File: src/rtl/fpc_pkg.sv
package fpc_pkg;

  localparam int SP_W   = 32;
  localparam int SP_EXP = 8;
  localparam int DP_W   = 64;
  localparam int DP_EXP = 11;

  localparam logic [1:0] FMT_SINGLE = 2'd0;
  localparam logic [1:0] FMT_DOUBLE = 2'd1;
  localparam logic [1:0] FMT_PAIRED = 2'd2;
  localparam logic [1:0] FMT_RSVD   = 2'd3;

  // predicate index decoded as a mask; field order is behaviour
  typedef struct packed {
    logic sig;   // bit 3: quiet NaN also raises invalid
    logic lt;    // bit 2: true when less-than
    logic eq;    // bit 1: true when equal
    logic un;    // bit 0: true when unordered
  } pred_t;

  typedef struct packed {
    logic res;
    logic inv;
  } lane_out_t;

endpackage

File: src/rtl/fpc_classify.sv
module fpc_classify #(
  parameter int W     = 32,
  parameter int EXP_W = 8
) (
  input  logic [W-2:0] mag,
  output logic         is_nan,
  output logic         is_snan,
  output logic         is_zero
);
  localparam int MAN_W = W - 1 - EXP_W;

  logic [EXP_W-1:0] expo;
  logic [MAN_W-1:0] frac;

  always_comb begin
    expo    = mag[W-2 -: EXP_W];
    frac    = mag[MAN_W-1:0];
    is_nan  = (&expo) && (|frac);
    is_snan = is_nan && !frac[MAN_W-1];
    is_zero = (mag == '0);
  end
endmodule

File: src/rtl/fpc_relate.sv
module fpc_relate #(
  parameter int W     = 32,
  parameter int EXP_W = 8
) (
  input  logic [W-1:0] val_a,
  input  logic [W-1:0] val_b,
  output logic         unord,
  output logic         equal,
  output logic         less,
  output logic         any_nan,
  output logic         any_snan
);
  logic nan_a, snan_a, zero_a;
  logic nan_b, snan_b, zero_b;
  logic sa, sb, both_zero, mag_lt, mag_gt, same_bits;

  fpc_classify #(.W(W), .EXP_W(EXP_W)) u_cls_a (
    .mag(val_a[W-2:0]), .is_nan(nan_a), .is_snan(snan_a), .is_zero(zero_a)
  );
  fpc_classify #(.W(W), .EXP_W(EXP_W)) u_cls_b (
    .mag(val_b[W-2:0]), .is_nan(nan_b), .is_snan(snan_b), .is_zero(zero_b)
  );

  always_comb begin
    sa        = val_a[W-1];
    sb        = val_b[W-1];
    both_zero = zero_a && zero_b;
    mag_lt    = val_a[W-2:0] < val_b[W-2:0];
    mag_gt    = val_a[W-2:0] > val_b[W-2:0];
    same_bits = (val_a == val_b);
    any_nan   = nan_a || nan_b;
    any_snan  = snan_a || snan_b;
    unord     = any_nan;
    equal     = !any_nan && (same_bits || both_zero);
    less      = !any_nan && !both_zero &&
                ((sa && !sb) || (!sa && !sb && mag_lt) || (sa && sb && mag_gt));
  end
endmodule

File: src/rtl/fpc_lane.sv
module fpc_lane
  import fpc_pkg::*;
#(
  parameter int W     = 32,
  parameter int EXP_W = 8
) (
  input  logic [W-1:0] val_a,
  input  logic [W-1:0] val_b,
  input  logic         abs_en,
  input  logic [3:0]   pred,
  output lane_out_t    out
);
  logic [W-1:0] a_eff, b_eff;
  logic unord, equal, less, any_nan, any_snan;
  pred_t pm;

  always_comb begin
    a_eff = {val_a[W-1] & ~abs_en, val_a[W-2:0]};
    b_eff = {val_b[W-1] & ~abs_en, val_b[W-2:0]};
  end

  fpc_relate #(.W(W), .EXP_W(EXP_W)) u_rel (
    .val_a(a_eff), .val_b(b_eff), .unord(unord), .equal(equal),
    .less(less), .any_nan(any_nan), .any_snan(any_snan)
  );

  always_comb begin
    pm      = pred_t'(pred);
    out.res = (pm.un && unord) || (pm.eq && equal) || (pm.lt && less);
    out.inv = any_snan || (pm.sig && any_nan);
  end

  // outcomes of the relation are mutually exclusive
  always_comb begin
    p_rel_excl_r3: assert ($countones({unord, equal, less}) <= 1)
      else $error("relation outcomes overlap");
    // signalling predicate on unordered pair always raises invalid
    p_sig_inv_r9: assert (!(pm.sig && unord) || out.inv)
      else $error("signalling predicate missed invalid");
  end
endmodule

File: src/rtl/fp_cond_unit.sv
module fp_cond_unit
  import fpc_pkg::*;
#(
  parameter int CC_N = 8,
  localparam int CC_IDX_W = $clog2(CC_N)
) (
  input  logic                clk,
  input  logic                rst,
  input  logic                req_valid,
  input  logic [63:0]         op_a,
  input  logic [63:0]         op_b,
  input  logic [1:0]          fmt,
  input  logic [3:0]          pred_idx,
  input  logic [CC_IDX_W-1:0] cc_idx,
  input  logic                abs_mode,
  output logic [CC_N-1:0]     cc_bits,
  output logic                invalid_cause
);
  localparam int N_SP_LANES = DP_W / SP_W;

  lane_out_t sp_out [N_SP_LANES];
  lane_out_t dp_out;

  genvar g;
  generate
    for (g = 0; g < N_SP_LANES; g++) begin : g_sp
      fpc_lane #(.W(SP_W), .EXP_W(SP_EXP)) u_lane (
        .val_a (op_a[g*SP_W +: SP_W]),
        .val_b (op_b[g*SP_W +: SP_W]),
        .abs_en(abs_mode),
        .pred  (pred_idx),
        .out   (sp_out[g])
      );
    end
  endgenerate

  fpc_lane #(.W(DP_W), .EXP_W(DP_EXP)) u_dp (
    .val_a(op_a), .val_b(op_b), .abs_en(abs_mode), .pred(pred_idx), .out(dp_out)
  );

  logic [CC_N-1:0]     cc_q, cc_nxt;
  logic                inv_q, inv_nxt;
  logic [CC_IDX_W-1:0] idx_hi;

  always_comb begin
    idx_hi  = cc_idx + 1'b1;
    cc_nxt  = cc_q;
    inv_nxt = inv_q;
    if (req_valid) begin
      unique case (fmt)
        FMT_SINGLE: begin
          cc_nxt[cc_idx] = sp_out[0].res;
          inv_nxt        = sp_out[0].inv;
        end
        FMT_DOUBLE: begin
          cc_nxt[cc_idx] = dp_out.res;
          inv_nxt        = dp_out.inv;
        end
        FMT_PAIRED: begin
          cc_nxt[cc_idx] = sp_out[0].res;
          cc_nxt[idx_hi] = sp_out[N_SP_LANES-1].res;
          inv_nxt        = sp_out[0].inv || sp_out[N_SP_LANES-1].inv;
        end
        default: inv_nxt = 1'b0;
      endcase
    end
  end

  always_ff @(posedge clk) begin
    if (rst) begin
      cc_q  <= '0;
      inv_q <= 1'b0;
    end else begin
      cc_q  <= cc_nxt;
      inv_q <= inv_nxt;
    end
  end

  assign cc_bits       = cc_q;
  assign invalid_cause = inv_q;

  p_reset_clear_r1: assert property (@(posedge clk)
    rst |=> (cc_bits == '0) && !invalid_cause)
    else $error("reset did not clear state");

  p_idle_hold_r10: assert property (@(posedge clk) disable iff (rst)
    !req_valid |=> $stable(cc_bits) && $stable(invalid_cause))
    else $error("state moved without request");

  p_one_bit_r8: assert property (@(posedge clk) disable iff (rst)
    (req_valid && (fmt == FMT_SINGLE || fmt == FMT_DOUBLE)) |=>
      (((cc_bits ^ $past(cc_bits)) & ~(CC_N'(1) << $past(cc_idx))) == '0))
    else $error("unaddressed condition bit changed");

  p_rsvd_inert_r11: assert property (@(posedge clk) disable iff (rst)
    (req_valid && fmt == FMT_RSVD) |=> $stable(cc_bits) && !invalid_cause)
    else $error("reserved format altered state");
endmodule

File: config.mk
export PLATFORM = sky130hd
export DESIGN_NAME = fp_cond_unit
export DESIGN_NICKNAME = d
export VERILOG_FILES = /design/src/rtl/fpc_pkg.sv /design/src/rtl/fpc_classify.sv /design/src/rtl/fpc_relate.sv /design/src/rtl/fpc_lane.sv /design/src/rtl/fp_cond_unit.sv
export SDC_FILE = /design/constraint.sdc
export NUM_CORES = 1
export LEC_CHECK = 0
export BUFFER_PORTS_ARGS = -buffer_cell sky130_fd_sc_hd__buf_2
export CAP_MARGIN = 20
export CELL_PAD_IN_SITES_DETAIL_PLACEMENT = 1
export CELL_PAD_IN_SITES_GLOBAL_PLACEMENT = 1
export CORE_MARGIN = 10
export CORE_UTILIZATION = 31
export DETAILED_ROUTE_END_ITERATION = 7
export PLACE_DENSITY = 0.85
export SYNTH_ARGS = -nofsm -noshare
export SYNTH_HDL_FRONTEND = slang
export SYNTH_SLANG_ARGS = --single-unit
File: constraint.sdc
create_clock -name clk -period 2.7 [get_ports clk]
set_input_delay 0.54 -clock clk [delete_from_list [all_inputs] [get_ports clk]]
set_output_delay 0.54 -clock clk [all_outputs]
set_load 0.1 [all_outputs]
* Word level (Yosys, flattened, before mapping)
Index checks and enable logic that the tools add are counted.
Cells by class: reductions and logical operators 112, magnitude comparators 10, multipliers 0, equal/unequal tests 5, multiplexer cells 9, divide/modulo/power cells 0, shifts and indexed selects 0, bitwise operators 5, add/sub/neg operators 1
Operators by type and width (number):
- logical NOT 63 bit | 2
- logical NOT 31 bit | 4
- OR reduction 52 bit | 2
- OR reduction 23 bit | 4
- == test 32 bit | 2
- == test 64 bit | 1
- > comparator 63 bit | 1
- less-than comparator 63 bit | 1
- > comparator 31 bit | 2
- less-than comparator 31 bit | 2
- logical AND 1 bit | 50
- AND reduction 8 bit | 4
- logical OR 1 bit | 25
- bitwise mux 8 bit | 3
- case mux 8 bit (3 select lines) | 1
- AND reduction 11 bit | 2
- logical NOT 1 bit | 16
- less-than comparator 3 x 4 -> 1 bit, second input constant | 2
- demux 1 bit (select 3 bit) | 2
- >= comparator 3 x 1 -> 1 bit, second input constant | 2
- bitwise AND 1 bit | 4
- adder 3 x 1 -> 3 bit, second input constant | 1
- case mux 1 bit (3 select lines) | 1
- nonzero test 3 bit | 1
- other kinds (6) | 7
Storage, ports and cells: bits in writable memories 0, logic and storage cells 144, output and inout port bits 9, input bits 141, register bits after elaboration 9, memories 0, latch bits 0, ROM bits 0

* Depth between registers and ports, before layout
depth after elaboration 13, gate-level depth with buffers 11, mapped depth without buffers 11

* Cells and area by module
From an unflattened synthesis, not the netlist that was laid out.
Second synthesis, totals: cells, all modules 743, area total of the unflattened synthesis 5479.0 um^2
By module, submodules not included:
- fpc_relate at g_sp[0].u_lane.u_rel ... | area each 898.4 um^2, seq. area each 0.0 um^2, times used 2, cells an instance 130
- fpc_relate at u_dp.u_rel | area each 1781.7 um^2, seq. area each 0.0 um^2, times used 1, cells an instance 239
- fp_cond_unit | area each 988.4 um^2, seq. area each 180.2 um^2, times used 1, cells an instance 111
- fpc_classify at g_sp[0].u_lane.u_rel.u_cls_a ... | area each 107.6 um^2, seq. area each 0.0 um^2, times used 4, cells an instance 15
- fpc_classify at u_dp.u_rel.u_cls_a ... | area each 190.2 um^2, seq. area each 0.0 um^2, times used 2, cells an instance 29
- fpc_lane | area each 33.8 um^2, seq. area each 0.0 um^2, times used 3, cells an instance 5

* Least setup slack after synthesis
No wires, ideal clock.
path kind input-to-reg, from input op_b[4], to register cc_q[5] (netlist: cc_bits[5]), library setup time 122 ps, buffers on the path 0, arrival 2640 ps, required time 2578 ps, stages 11, setup slack -63 ps, path through inv_1 ha_1 a211oi_1 nor2_1 o31ai_1 a31oi_1 or4_1 a31o_1 nor2_1 a221oi_1 a21boi_1
Between the ends: cells in the longest elaborated chain, start to end 11, elaborated cells between the ends (all ways) 50, classes of those cells order compare: 4; eq/ne: 2; mux: 4; reduce/logical: 40
Ends and longest elaborated chain:
- from (decl) | RTL line fp_cond_unit.sv:11 | input logic [63:0] op_b,
- parallel branches: the longest is 10 deep, another holds less-than comparator 63 bit
- case mux 8 bit (3 select lines) * | RTL line fp_cond_unit.sv:50 | unique case (fmt)
- to (signal assigned) | RTL line fp_cond_unit.sv:74 | cc_q <= cc_nxt;
- to (decl) | RTL line fp_cond_unit.sv:41 | logic [CC_N-1:0] cc_q, cc_nxt;
Mark *: on every way between the ends. A chain may end at the register's enable or synchronous reset.

* Worst setup path in the final report
from input op_b[47], to register cc_q[3] (netlist: cc_bits[3])
Between the ends: cells in the longest elaborated chain, start to end 10, elaborated cells between the ends (all ways) 49, classes of those cells order compare: 4; eq/ne: 2; mux: 3; reduce/logical: 40
Ends and longest elaborated chain (RTL line):
- parallel branches: the longest is 9 deep, another holds less-than comparator 63 bit
- case mux 8 bit (3 select lines) * | fp_cond_unit.sv:50
Marks and branches as above.

==> key figures <==
Status
  • Status: complete, but fails checks
  • Failing checks: negative setup slack

Hold path
  • Min-Delay Path Class: flop to flop
  • Worst Hold Depth: 2

GRT
  • Overall Global Routing Usage: 0.2027
  • Largest net degree at the start of global routing: 23
  • Initial antenna violation count: 4
  • First-pass GRT wire length: between 20,000 and 30,000 microns
  • Grt total ovfl: 0
  • Vias in the first global route: 5,622

Routing
  • Wire per inst: between 20 and 25 microns
  • Drc violations: 0
  • Via/cell ratio: between 5 and 6
  • Final WL: between 15,000 and 20,000 microns
  • Initial detailed-routing violation count: about 220
  • Total number of vias: a little over 5,000
  • Initial DRT Pass Iterations: 5
  • Number of routed nets with antenna violations: 0

Clock tree
  • Worst-Skew Late Latency: around 0.24 ns
  • CTS sink count: 9
  • Cts bufs inserted: 3
  • CTS tree: done
  • CTS root buffer: clkbuf_16
  • CTS max path bufs: 2
  • Hold_buf cts: 0
  • Clock slew at reported path FFs: about 0.040 ns
  • H-tree depth: 1

Logic synthesis
  • Ys flop type: dfxtp_1
  • Synthesized flop and latch total: 9
  • EDFF count, synth: 0
  • YS warnings: 0
  • Largest family of logic cells by synthesized area: simple AND/OR/NAND/NOR gates
  • Avg Inst Size Synth: between 7 and 8 sq um
  • Mux cell area share after synthesis: 0
  • Post-synthesis compound-gate area fraction: 0.2577
  • Ys async rst share: 0
  • Synth Area in Adders: 0.2609
  • Post-synth top area share: 0.2609
  • Post-Syn Area: 3597 sq um
  • Gate Count Post-Synth: between 500 and 600
  • Area leader, netlist: ha_1
  • Largest cells by area after synthesis: ha_1 26%, inv_1 8.8%, dfxtp_1 5.0%
  • Synth Area in XOR/XNOR: 0.004870
  • Post-Synth Simple-Gate Area: 0.3224
  • Top-count cell post-synth: inv_1
  • Seq/Total Area, Yosys: 0.05009
  • Yosys cell types: 65
  • Top post-synthesis cells by count: 84 x inv_1, 75 x ha_1, 37 x nand2_1
  • Syn Nets: 720

Setup path
  • WP data arrival: about 3.1 ns
  • Reg2reg path depth: 3
  • Critical path depth: 10
  • CP Class: input pin to flop
  • Critical-path cell list: buf_2, nor4_1, nand3_1, nor4_1, nor4b_4, o211ai_1, o21a_1, a21oi_1, nand2_1, a31oi_1
  • Worst Path Max Fanout: 4
  • CP max stage delay: between 0.4 and 0.5 ns
  • Worst EP required: between 2 and 3 ns
  • Worst path most repeated cell: nor4_1
  • Setup crit end kind: flop
  • Buffer and inverter count on the worst path: 1
  • Crit path max-delay family: simple AND/OR/NAND/NOR gates
  • CP max-delay cell: nor4_1
  • Critical Path Start Type: input pin

Run
  • Max-cap viol count: 0

Die
  • Boundary Pins: 150
  • Die footprint: 16,310 sq um
  • Rows: 39
  • Die W: roughly 130 microns
  • Core area: between 10,000 and 15,000 sq um
  • Initial Util: 0.3164
  • Die Span Y: between 100 and 150 microns

Layout
  • Fill count: around 1,500
  • Layout Nets: about 950
  • Post-layout util: 0.5047
  • Area Overhead vs Synth: 59.51%
  • Share of cells above drive strength 1: 0.4410

Power
  • PD cells: between 200 and 250 nW/um^2
  • LEAKAGE: between 2 and 3 nW
  • Worst IR drop on VDD: 0.0001711 V
  • Total power: between 0.001 and 0.0015 W

Timing
  • Final Hold Vio Count: 0
  • Final setup fails: 8
  • Min Hold Slack: between 0.5 and 0.6 ns
  • Slew Limit Fails: 0
  • Final Skew: 0 ns
  • RSZ-0062 raised after global routing: yes
  • Fmax: 0.3392 GHz
  • Tmin final: roughly 3 ns
  • Tightest Pin Transition: around 0.53 ns
  • Setup ws final: -0.2480 ns
  • Final worst path period share: 1.092
  • Slew HR: 0.6454

Placement
  • I/O Buffers: 149
  • RePlAce Congestion: around 0.9
  • Half-perimeter wire length after placement: around 15,000 microns
==> layer usage <==
layer,routed length (microns),global-route usage
met1,7138,0.2097
met4,510,0.06358
met5,7,0
met3,1135,0.04384
met2,9875,0.3924
==> where the power goes <==
part | switching, W | internal [W] | total (W)
Sequential | 0.00000923 | 0.000144 | 0.000153
Combinational | 0.000494 | 0.000383 | 0.000877
Clock | 0.0000765 | 0.000199 | 0.000275
Total | 0.000580 | 0.000725 | 0.00130
==> stage by stage <==
| stage | TNS, ns | worst slack, ns | cells | cell area, sq um |
|---|---|---|---|---|
| floorplan | 0 | 0.002048 | 504 | 3640 |
| global placement | -3.373 | -0.4305 | 869 | 5121 |
| detailed placement | -4.104 | -0.5261 | 869 | 5121 |
| CTS | -1.181 | -0.1848 | 877 | 5555 |
| global route | -2.771 | -0.3799 | 882 | 5736 |
| finish | -1.675 | -0.2480 | 883 | 5738 |
==> worst register-to-register path, stage by stage (launching register included) <==
cell     delay, ns
dfxtp_1       0.39
o21ai_0       0.11
a221o_2       0.31
a31oi_1       0.18
==> layout by cell type (no fill, tap or decap), drive strengths merged, types with 16 or more instances in the layout <==
cell type  netlist  routed
buf              5     238
inv             84      84
ha              75      75
o21ai           39      39
nand2           38      38
nor4            35      35
a21oi           28      28
nor2            27      27
nand4           26      26
a31oi           16      16
==> path summary, 6_finish.rpt <==
| check | start | endpoint | slack [ns] |
|---|---|---|---|
| setup / recovery | op_b[47] | cc_bits[3] | -0.25 |
| hold / removal | invalid_cause | invalid_cause | 0.53 |
| setup reg to reg | cc_bits[7] | cc_bits[7] | 1.63 |
| hold reg to reg | invalid_cause | invalid_cause | 0.53 |
==> final cells by class <==
cell class                      count  area, sq um  area share
Multi-Input combinational cell    402         3435      0.5986
Timing Repair Buffer              238         1528      0.2662
Inverter                           84        330.3     0.05757
Sequential cell                     9        180.2     0.03140
Tap cell                          143        178.9     0.03118
Clock buffer                        4        78.83     0.01374
Antenna cell                        3        7.507    0.001308
==> state kept, by name (all words and copies together), names as in the netlist <==
signal         cells
invalid_cause      1
cc_bits            8
==> what timing repair did <==
action,4_1_cts,5_1_grt
cloned,0,0
setup buffers,5,4
setup endpoints to repair,8,9
gates resized for setup,58,34
pin swaps,28,25
endpoints found under the hold margin,0,0
==> cells by family (layout without fill, tap and decap cells) <==
| kind of cell | after synthesis | count (layout) |
|---|---|---|
| AOI/OAI and AO/OA | 137 | 137 |
| xor gates and xnor gates | 2 | 2 |
| adders and majority gates | 75 | 75 |
| buffers and inverters | 93 | 326 |
| DFF | 9 | 9 |
| other | 0 | 3 |
| and+or+nand+nor | 188 | 188 |
Power figures use the tool's default switching activity.
